==> src/rtl/rss_pkg.sv <==
package rss_pkg;
  typedef enum logic [2:0] {
    PH_POR  = 3'd0,
    PH_BOR  = 3'd1,
    PH_PWRT = 3'd2,
    PH_OSC  = 3'd3,
    PH_RUN  = 3'd4
  } phase_t;
endpackage

==> src/rtl/rss_tick_timer.sv <==
module rss_tick_timer #(
  parameter int W = 8
) (
  input  logic         clk,
  input  logic         rst,
  input  logic         clr,
  input  logic         tick,
  input  logic [W-1:0] limit,
  output logic         done
);
  logic [W-1:0] cnt;

  always_ff @(posedge clk) begin
    if (rst || clr)
      cnt <= '0;
    else if (tick && (cnt != limit))
      cnt <= cnt + 1'b1;
  end

  assign done = (cnt == limit);
endmodule

==> src/rtl/rss_phase_ctrl.sv <==
module rss_phase_ctrl
  import rss_pkg::*;
#(
  parameter int POR_TICKS  = 16,
  parameter int BOR_TICKS  = 8,
  parameter int PWRT_TICKS = 64,
  parameter int OSCD_TICKS = 4,
  parameter int OST_TICKS  = 32,
  parameter int LOCK_TICKS = 8
) (
  input  logic   clk,
  input  logic   rst,
  input  logic   tick,
  input  logic   por_ok,
  input  logic   bor_ok,
  input  logic   osc_ok,
  input  logic   pwrt_en,
  output phase_t st,
  output phase_t st_nx
);
  localparam int M1   = (POR_TICKS > BOR_TICKS) ? POR_TICKS : BOR_TICKS;
  localparam int M2   = (M1 > PWRT_TICKS) ? M1 : PWRT_TICKS;
  localparam int M3   = (M2 > OSCD_TICKS) ? M2 : OSCD_TICKS;
  localparam int M4   = (M3 > OST_TICKS) ? M3 : OST_TICKS;
  localparam int TMAX = (M4 > LOCK_TICKS) ? M4 : LOCK_TICKS;
  localparam int CW   = (TMAX < 1) ? 1 : $clog2(TMAX + 1);

  logic [1:0]    sub, sub_nx;
  logic          hold_clr, tmr_clr, tmr_done;
  logic [CW-1:0] limit;

  always_comb begin
    unique case (st)
      PH_POR:  limit = CW'(POR_TICKS);
      PH_BOR:  limit = CW'(BOR_TICKS);
      PH_PWRT: limit = CW'(PWRT_TICKS);
      PH_OSC:  limit = (sub == 2'd0) ? CW'(OSCD_TICKS) :
                       (sub == 2'd1) ? CW'(OST_TICKS) : CW'(LOCK_TICKS);
      default: limit = '0;
    endcase
  end

  always_comb begin
    st_nx    = st;
    sub_nx   = sub;
    hold_clr = 1'b0;
    unique case (st)
      PH_POR: begin
        hold_clr = !por_ok;
        if (por_ok && tmr_done) st_nx = PH_BOR;
      end
      PH_BOR: begin
        hold_clr = !bor_ok;
        if (bor_ok && tmr_done) st_nx = pwrt_en ? PH_PWRT : PH_OSC;
      end
      PH_PWRT: if (tmr_done) st_nx = PH_OSC;
      PH_OSC: begin
        if (tmr_done) begin
          if (sub != 2'd2) sub_nx = sub + 2'd1;
          else if (osc_ok) st_nx = PH_RUN;
        end
      end
      default: st_nx = st;
    endcase
    if ((st == PH_PWRT || st == PH_OSC || st == PH_RUN) && !bor_ok) st_nx = PH_BOR;
    if (!por_ok) st_nx = PH_POR;
    if (st_nx != st) sub_nx = 2'd0;
  end

  assign tmr_clr = hold_clr || (st_nx != st) || (sub_nx != sub);

  rss_tick_timer #(.W(CW)) u_tmr (
    .clk   (clk),
    .rst   (rst),
    .clr   (tmr_clr),
    .tick  (tick),
    .limit (limit),
    .done  (tmr_done)
  );

  always_ff @(posedge clk) begin
    if (rst) begin
      st  <= PH_POR;
      sub <= 2'd0;
    end else begin
      st  <= st_nx;
      sub <= sub_nx;
    end
  end
endmodule

==> src/rtl/rss_out_reg.sv <==
module rss_out_reg
  import rss_pkg::*;
#(
  parameter int          ADDR_W    = 24,
  parameter logic [63:0] RESET_VEC = 64'h0
) (
  input  logic              clk,
  input  logic              rst,
  input  phase_t            st,
  input  phase_t            st_nx,
  input  logic              fscm_en,
  input  logic              mon_done,
  output logic              por_hold,
  output logic              bor_hold,
  output logic              sys_rst,
  output logic              osc_en,
  output logic              cpu_run,
  output logic [ADDR_W-1:0] reset_vec,
  output logic              mon_en
);
  logic entering_run;
  assign entering_run = (st_nx == PH_RUN) && (st != PH_RUN);

  always_ff @(posedge clk) begin
    if (rst) begin
      por_hold  <= 1'b1;
      bor_hold  <= 1'b1;
      sys_rst   <= 1'b1;
      osc_en    <= 1'b0;
      cpu_run   <= 1'b0;
      reset_vec <= '0;
      mon_en    <= 1'b0;
    end else begin
      por_hold  <= (st_nx == PH_POR);
      bor_hold  <= (st_nx == PH_POR) || (st_nx == PH_BOR);
      sys_rst   <= (st_nx == PH_POR) || (st_nx == PH_BOR) || (st_nx == PH_PWRT);
      osc_en    <= (st_nx == PH_OSC) || (st_nx == PH_RUN);
      cpu_run   <= entering_run;
      reset_vec <= entering_run ? RESET_VEC[ADDR_W-1:0] : '0;
      mon_en    <= (st == PH_RUN) && (st_nx == PH_RUN) && fscm_en && mon_done;
    end
  end
endmodule

==> src/rtl/reset_startup_seq.sv <==
module reset_startup_seq
  import rss_pkg::*;
#(
  parameter int          ADDR_W     = 24,
  parameter logic [63:0] RESET_VEC  = 64'h0,
  parameter int          POR_TICKS  = 16,
  parameter int          BOR_TICKS  = 8,
  parameter int          PWRT_TICKS = 64,
  parameter int          OSCD_TICKS = 4,
  parameter int          OST_TICKS  = 32,
  parameter int          LOCK_TICKS = 8,
  parameter int          MON_TICKS  = 16
) (
  input  logic              clk,
  input  logic              rst,
  input  logic              tick,
  input  logic              por_ok,
  input  logic              bor_ok,
  input  logic              osc_ok,
  input  logic              pwrt_en,
  input  logic              fscm_en,
  output logic              por_hold,
  output logic              bor_hold,
  output logic              sys_rst,
  output logic              osc_en,
  output logic              cpu_run,
  output logic [ADDR_W-1:0] reset_vec,
  output logic              mon_en,
  output logic [2:0]        phase
);
  localparam int MW = (MON_TICKS < 1) ? 1 : $clog2(MON_TICKS + 1);

  phase_t st, st_nx;
  logic   mon_clr, mon_done;

  rss_phase_ctrl #(
    .POR_TICKS (POR_TICKS),  .BOR_TICKS (BOR_TICKS), .PWRT_TICKS(PWRT_TICKS),
    .OSCD_TICKS(OSCD_TICKS), .OST_TICKS (OST_TICKS), .LOCK_TICKS(LOCK_TICKS)
  ) u_ctrl (
    .clk(clk), .rst(rst), .tick(tick), .por_ok(por_ok), .bor_ok(bor_ok),
    .osc_ok(osc_ok), .pwrt_en(pwrt_en), .st(st), .st_nx(st_nx)
  );

  assign mon_clr = (st != PH_RUN) || !fscm_en;

  rss_tick_timer #(.W(MW)) u_mon_tmr (
    .clk(clk), .rst(rst), .clr(mon_clr), .tick(tick),
    .limit(MW'(MON_TICKS)), .done(mon_done)
  );

  rss_out_reg #(.ADDR_W(ADDR_W), .RESET_VEC(RESET_VEC)) u_out (
    .clk(clk), .rst(rst), .st(st), .st_nx(st_nx), .fscm_en(fscm_en),
    .mon_done(mon_done), .por_hold(por_hold), .bor_hold(bor_hold),
    .sys_rst(sys_rst), .osc_en(osc_en), .cpu_run(cpu_run),
    .reset_vec(reset_vec), .mon_en(mon_en)
  );

  assign phase = st;
endmodule

==> config.mk <==
export PLATFORM = sky130hd
export DESIGN_NAME = reset_startup_seq
export DESIGN_NICKNAME = d
export VERILOG_FILES = /design/src/rtl/rss_pkg.sv /design/src/rtl/rss_tick_timer.sv /design/src/rtl/rss_phase_ctrl.sv /design/src/rtl/rss_out_reg.sv /design/src/rtl/reset_startup_seq.sv
export SDC_FILE = /design/constraint.sdc
export NUM_CORES = 1
export LEC_CHECK = 0
export BUFFER_PORTS_ARGS = -buffer_cell sky130_fd_sc_hd__buf_2
export CORE_MARGIN = 1.5
export CORE_UTILIZATION = 52
export CTS_BUF_LIST = sky130_fd_sc_hd__clkbuf_16
export CTS_CLUSTER_DIAMETER = 30
export DETAILED_ROUTE_END_ITERATION = 16
export PLACE_DENSITY = 0.76
export RECOVER_POWER = 25
export SLEW_MARGIN = 40
export SYNTH_ARGS = -nofsm -noshare
export SYNTH_HDL_FRONTEND = slang
export SYNTH_SLANG_ARGS = --single-unit
==> constraint.sdc <==
create_clock -name clk -period 5.65 [get_ports clk]
set_input_delay 0.8475 -clock clk [delete_from_list [all_inputs] [get_ports clk]]
set_output_delay 0.8475 -clock clk [all_outputs]
set_load 0.02 [all_outputs]
[Word-level counts from Yosys, hierarchy flattened]
Cells that the tools add are included.
Storage, ports and cells
  flip-flop bits (word level): 23
  input bits: 8
  output and inout bits: 33
Cells by class
  add/subtract/negate cells: 3
  equality and inequality tests: 17
  multiplexer cells: 18
  reduce and logical (&&, ||, !) cells: 25
Operator list (count)
  one-hot mux 7 bit (4 select lines): 1
  two-way mux 3 bit: 8
  equality test 3 x 2 -> 1 bit, second input constant: 4
  one-hot mux 3 bit (4 select lines): 1
  logical OR 1 bit: 10
  logical AND 1 bit: 9
  two-way mux 2 bit: 4
  adder 7 x 1 -> 7 bit, second input constant: 1
  equality test 7 bit: 1
  two-way mux 7 bit: 1
  inequality test 7 bit: 1
  equality test 3 x 1 -> 1 bit, second input constant: 2
  equality test 3 bit, second input constant: 2
  logical NOT 3 bit: 2
  two-way mux 6 bit: 1
  adder 5 x 1 -> 5 bit, second input constant: 1
  equality test 5 bit, second input constant: 1
  inequality test 5 bit, second input constant: 1
  logical NOT 1 bit: 3
  inequality test 3 bit: 1
  inequality test 3 bit, second input constant: 1
  adder 2 x 1 -> 2 bit, second input constant: 1
  equality test 2 x 1 -> 1 bit, second input constant: 1
  logical NOT 2 bit: 1
  other kinds (4): 4

[Logic depth before layout (Yosys ltp)]
  word-level depth: 15
  mapped depth: 9
  mapped depth without buffers: 9

[Cells and area by module]
From an unflattened synthesis, not the netlist that was laid out.
Unflattened totals
  cells, all modules: 219
  area total of the unflattened synthesis: 1905.6 um^2
Modules (own cells, without submodules)
  rss_phase_ctrl: instances 1, cells an instance 72, area an instance 630.6 um^2, seq. area each 100.1 um^2
  rss_tick_timer (u_ctrl.u_tmr): instances 1, cells an instance 52, area an instance 461.7 um^2, seq. area each 140.1 um^2
  rss_out_reg: instances 1, cells an instance 44, area an instance 409.1 um^2, seq. area each 120.1 um^2
  rss_tick_timer (u_mon_tmr): instances 1, cells an instance 48, area an instance 385.4 um^2, seq. area each 100.1 um^2
  reset_startup_seq: instances 1, cells an instance 3, area an instance 18.8 um^2, seq. area each 0.0 um^2

[Worst setup path after synthesis]
Ideal clock, no wire load.
  kind: reg-to-reg
  start: reg u_ctrl.sub[0]
  end: reg u_out.osc_en
  setup time: 0.116 ns
  data arrival time: 2.211 ns
  setup slack: 3.324 ns
  stages on the path, launching flop included: 10
  buffers on the path: 0
  period minus slack after synthesis: 2.326 ns
  cells stage by stage: dfxtp_1 inv_1 ha_1 nand4b_1 a21oi_1 or3_4 o211a_1 a311o_1 o2111a_1 a31o_1
On the way
  longest elaborated chain between the ends: 12
  elaborated cells between the ends (all ways): 20
  those cells by class: eq/ne (5); mux (11); reduce/logical (4)
RTL lines
  start: declaration: RTL line rss_phase_ctrl.sv:28  | logic [1:0] sub, sub_nx;
  start signal: assignment: RTL line rss_phase_ctrl.sv:87  | sub <= sub_nx;
  equality test 2 x 1 -> 1 bit: RTL line rss_phase_ctrl.sv:38  | (sub == 2'd1) ? CW'(OST_TICKS) : CW'(LOCK_TICKS);
  two-way mux 6 bit: RTL line rss_phase_ctrl.sv:38
  two-way mux 7 bit: RTL line rss_phase_ctrl.sv:37  | PH_OSC: limit = (sub == 2'd0) ? CW'(OSCD_TICKS) :
  one-hot mux 7 bit (4 select lines): RTL line rss_phase_ctrl.sv:33  | unique case (st)
  equality test 7 bit: RTL line rss_tick_timer.sv:20  | assign done = (cnt == limit);
  logical AND 1 bit (on tied branches): RTL line rss_phase_ctrl.sv:54, rss_phase_ctrl.sv:50
  two-way mux 3 bit (on tied branches): RTL line rss_phase_ctrl.sv:54, rss_phase_ctrl.sv:50
  one-hot mux 3 bit (4 select lines) *: RTL line rss_phase_ctrl.sv:47  | unique case (st)
  two-way mux 3 bit *: RTL line rss_phase_ctrl.sv:65  | if ((st == PH_PWRT || st == PH_OSC || st == PH_RUN) && !bor_ok) st_nx = PH_BOR;
  two-way mux 3 bit *: RTL line rss_phase_ctrl.sv:66  | if (!por_ok) st_nx = PH_POR;
  equality test 3 x 2 -> 1 bit or equality test 3 bit (tied branches): RTL line rss_out_reg.sv:37  | osc_en <= (st_nx == PH_OSC) || (st_nx == PH_RUN);
  logical OR 1 bit *: RTL line rss_out_reg.sv:37
  end signal: assignment: RTL line rss_out_reg.sv:37
  end: declaration: RTL line rss_out_reg.sv:16  | output logic osc_en,
Every way passes the cells marked *; elsewhere a longest branch is shown, timed or not.
A chain may end at the register's enable or synchronous reset.

[Worst setup path after layout]
  start: reg u_ctrl.st[1]
  end: reg u_out.osc_en
On the way
  longest elaborated chain between the ends: 10
  elaborated cells between the ends (all ways): 24
  those cells by class: eq/ne (7); mux (10); reduce/logical (7)
RTL lines
  start: declaration: RTL line rss_phase_ctrl.sv:18  | output phase_t st,
  start signal: assignment: RTL line rss_phase_ctrl.sv:86  | st <= st_nx;
  equality test 3 x 2 -> 1 bit, or another cell as far along: RTL line rss_phase_ctrl.sv:33, rss_phase_ctrl.sv:47, rss_phase_ctrl.sv:65
  one-hot mux 7 bit (4 select lines): RTL line rss_phase_ctrl.sv:33
  equality test 7 bit: RTL line rss_tick_timer.sv:20
  logical AND 1 bit (on tied branches): RTL line rss_phase_ctrl.sv:54, rss_phase_ctrl.sv:50
  two-way mux 3 bit (on tied branches): RTL line rss_phase_ctrl.sv:54, rss_phase_ctrl.sv:50
  one-hot mux 3 bit (4 select lines): RTL line rss_phase_ctrl.sv:47
  two-way mux 3 bit *: RTL line rss_phase_ctrl.sv:65
  two-way mux 3 bit *: RTL line rss_phase_ctrl.sv:66
  equality test 3 x 2 -> 1 bit or equality test 3 bit (tied branches): RTL line rss_out_reg.sv:37
  logical OR 1 bit *: RTL line rss_out_reg.sv:37
Marks and branches as above.

==> metrics <==
postcts setup bufs 0; RSZ-0062 raised after global routing false; crit-path cells nand4b_1 > xnor2_1 > nor3_1 > a211oi_1 > a311o_1 > o2111a_1 > a31o_1; startpoint types flop; routed wire length just over 3 mm; DIE HEIGHT between 50 and 60 µm; post-synthesis async set-or-reset flop share 0; Antenna diodes 0; leakage power 0.6691 nW; drt drc 0; Overall Power 0.3467 mW; total CTS buffers 3; Max Clock Freq 364.4 MHz; FF+latch count, synth 23; VDD IR max 0.0001152 V; full die area 0.003487 mm²; Final Hold Viols 0; Tot GR Track Use 0.1806; drt pass-1 iters 4; CTS HTree Levels 1; max-cap violations 0; DP HPWL 2.260 mm; Worst Path Arrival 2.89 ns; Max Slew Vio Count 0; PD cells 202.4 mW/mm²; Clock Latency Late Sink 0.25 ns; period utilisation layout 0.4856; first-pass GRT wire length 4.995 mm; DR vias between 1,000 and 1,500; Synthesis Warnings 0; area delta synth->final 4.824%; final net count approximately 230; Distinct cells, synth 50; CP Max Fanout 26; Core Util, Final 0.5657; layout cell share with drive strength beyond 1 0.1038; final setup skew 0.001866 ns; Ports 41; Placed Instance Area 0.001637 mm²; Root Driver clkbuf_16; Max Root-Sink Buffers 2; minimum clock period about 2.7 ns; core footprint 0.003028 mm²; largest net degree at the start of global routing 27; Initial Util 0.5397; slowest CP cell dfxtp_1; GP Congestion between 0.8 and 0.9; post-route antenna net violation count 0; Reg clk slew, reported paths around 0.060 ns; clk sinks 23; top_reg_cell synth dfxtp_1; worst-margin pin slew 0.7486 ns; PortBufs 16; status finished clean; Worst slew margin 0.5003; initial antenna violation count 0; Post-Synthesis Cells about 200; syn avg cell area approximately 8 µm²; count of hold-fix buffers inserted at cts 0; routed vias/inst 5.289; # fillers roughly 300; CTS resizes 0; die width roughly 59 µm; setup TNS 0 ns; worst path bufs/invs 0; final setup fails 0; hold_ws approximately 0.5 ns; post-synthesis sequential area ratio 0.2818; area of the mapped netlist 0.001634 mm²; family with the most delay on the worst path compound AO/OA/AOI/OAI gates; post-DR wirelength/cell 12.01 µm; Rows 20; number of global-route vias before repair 1,160; CTS tree done; Initial DRC Count 60; EDFF count, synth 0; GRT overflow 0; CP Class flop to flop; Worst EP required 5.80 ns; final std cell area, no fill 0.001713 mm²; Worst Setup End Kind flop; Hold Path Class flop to flop; CP max stage delay 0.80 ns
[Yosys cell counts (3+ instances only)]
master / n / share of area
or3_1: 3 / 0.011
clkbuf_1: 6 / 0.014
nor2b_1: 4 / 0.015
xor2_1: 6 / 0.032
dfxtp_1: 23 / 0.28
nand4_1: 7 / 0.027
and3_1: 4 / 0.015
buf_4: 24 / 0.11
xnor2_1: 5 / 0.027
a21oi_1: 11 / 0.034
ha_1: 8 / 0.061
nor2_1: 20 / 0.046
inv_1: 9 / 0.021
nand3_1: 8 / 0.025
nand2_1: 12 / 0.028
o21ai_0: 6 / 0.018
nor3_1: 3 / 0.0092
[worst reg2reg max path: cells and delay by family (launching register included)]
family                    cells  cell delay (ns)
AOI/OAI and AO/OA             4             0.92
DFF                           1             0.80
and+or+nand+nor               2             0.72
xor gates and xnor gates      1             0.20
[final timing paths]
kind / start / end / slack [ns] / cells past startpoint
setup / recovery: u_ctrl.st[1] / u_out.osc_en / 2.91 / 7
hold / removal: u_ctrl.u_tmr.cnt[1] / u_ctrl.u_tmr.cnt[1] / 0.49 / 2
setup reg to reg: u_ctrl.st[1] / u_out.osc_en / 2.91 / 7
hold reg to reg: u_ctrl.u_tmr.cnt[1] / u_ctrl.u_tmr.cnt[1] / 0.49 / 2
[kinds of logic (layout without fill, tap and decap cells)]
logic type               Yosys count  in the layout  share of synthesized area
flip-flops                        23             23                     0.2818
AND/OR/NAND/NOR                   71             71                     0.2297
multiplexers                       2              2                    0.01225
AO/OA/AOI/OAI                     44             44                     0.1991
buffers and inverters             41             29                     0.1547
other                              1             24                   0.002295
XOR/XNOR                          11             11                    0.05896
adder cells (fa/ha/maj)            8              8                    0.06126
[power breakdown]
part           internal (mW)  switching [mW]  leakage (nW)
Sequential             0.163        0.000311         0.185
Combinational        0.00603          0.0241         0.443
Clock                 0.0952          0.0584        0.0409
Total                  0.264          0.0828         0.669
[area by class of cell]
| type | count | area [µm²] | share of cell area |
|---|---|---|---|
| Multi-Input combinational cell | 160 | 1007 | 0.5880 |
| Clock inverter | 1 | 5.005 | 0.002922 |
| Inverter | 9 | 33.78 | 0.01972 |
| Timing Repair Buffer | 16 | 76.32 | 0.04456 |
| Clock buffer | 3 | 75.07 | 0.04383 |
| Tap cell | 44 | 55.05 | 0.03214 |
| Sequential cell | 23 | 460.4 | 0.2688 |
[registers in the layout (all words and copies together), names as in the netlist]
name              cells
u_ctrl.u_tmr.cnt      7
u_mon_tmr.cnt         5
u_ctrl.st             3
u_ctrl.sub            2
u_out.bor_hold        1
u_out.cpu_run         1
u_out.mon_en          1
u_out.osc_en          1
u_out.por_hold        1
u_out.sys_rst         1
[routing by layer]
metal,GRT usage,up-vias,wire [µm]
met5,0,-,0
met4,0.03247,0,0
met3,0.05677,0,126
met2,0.2794,42,1442
met1,0.2497,621,1505
li1,-,691,-
[cell usage in the layout, fill, tap and decap left out, drive strengths merged, types with 2 or more instances in the layout]
cell type	n
nand4b	2
a31oi	2
xnor2	5
a311oi	2
nor2b	4
o31ai	2
inv	9
nand4	7
ha	8
a211oi	2
mux2i	2
dfxtp	23
xor2	6
and3	4
nand2	12
buf	13
nor2	20
clkbuf	6
a21oi	13
o41a	2
nand3	8
o21ai	6
nand2b	2
conb	24
nor3	4
or3	4
[stage by stage]
step / instances / setup slack [ns]
global placement: 252 / 3.008
CTS: 256 / 2.944
detailed placement: 252 / 2.955
finish: 256 / 2.906
global route: 256 / 2.709
floorplan: 224 / 3.324
(Power assumes the default switching activity.)
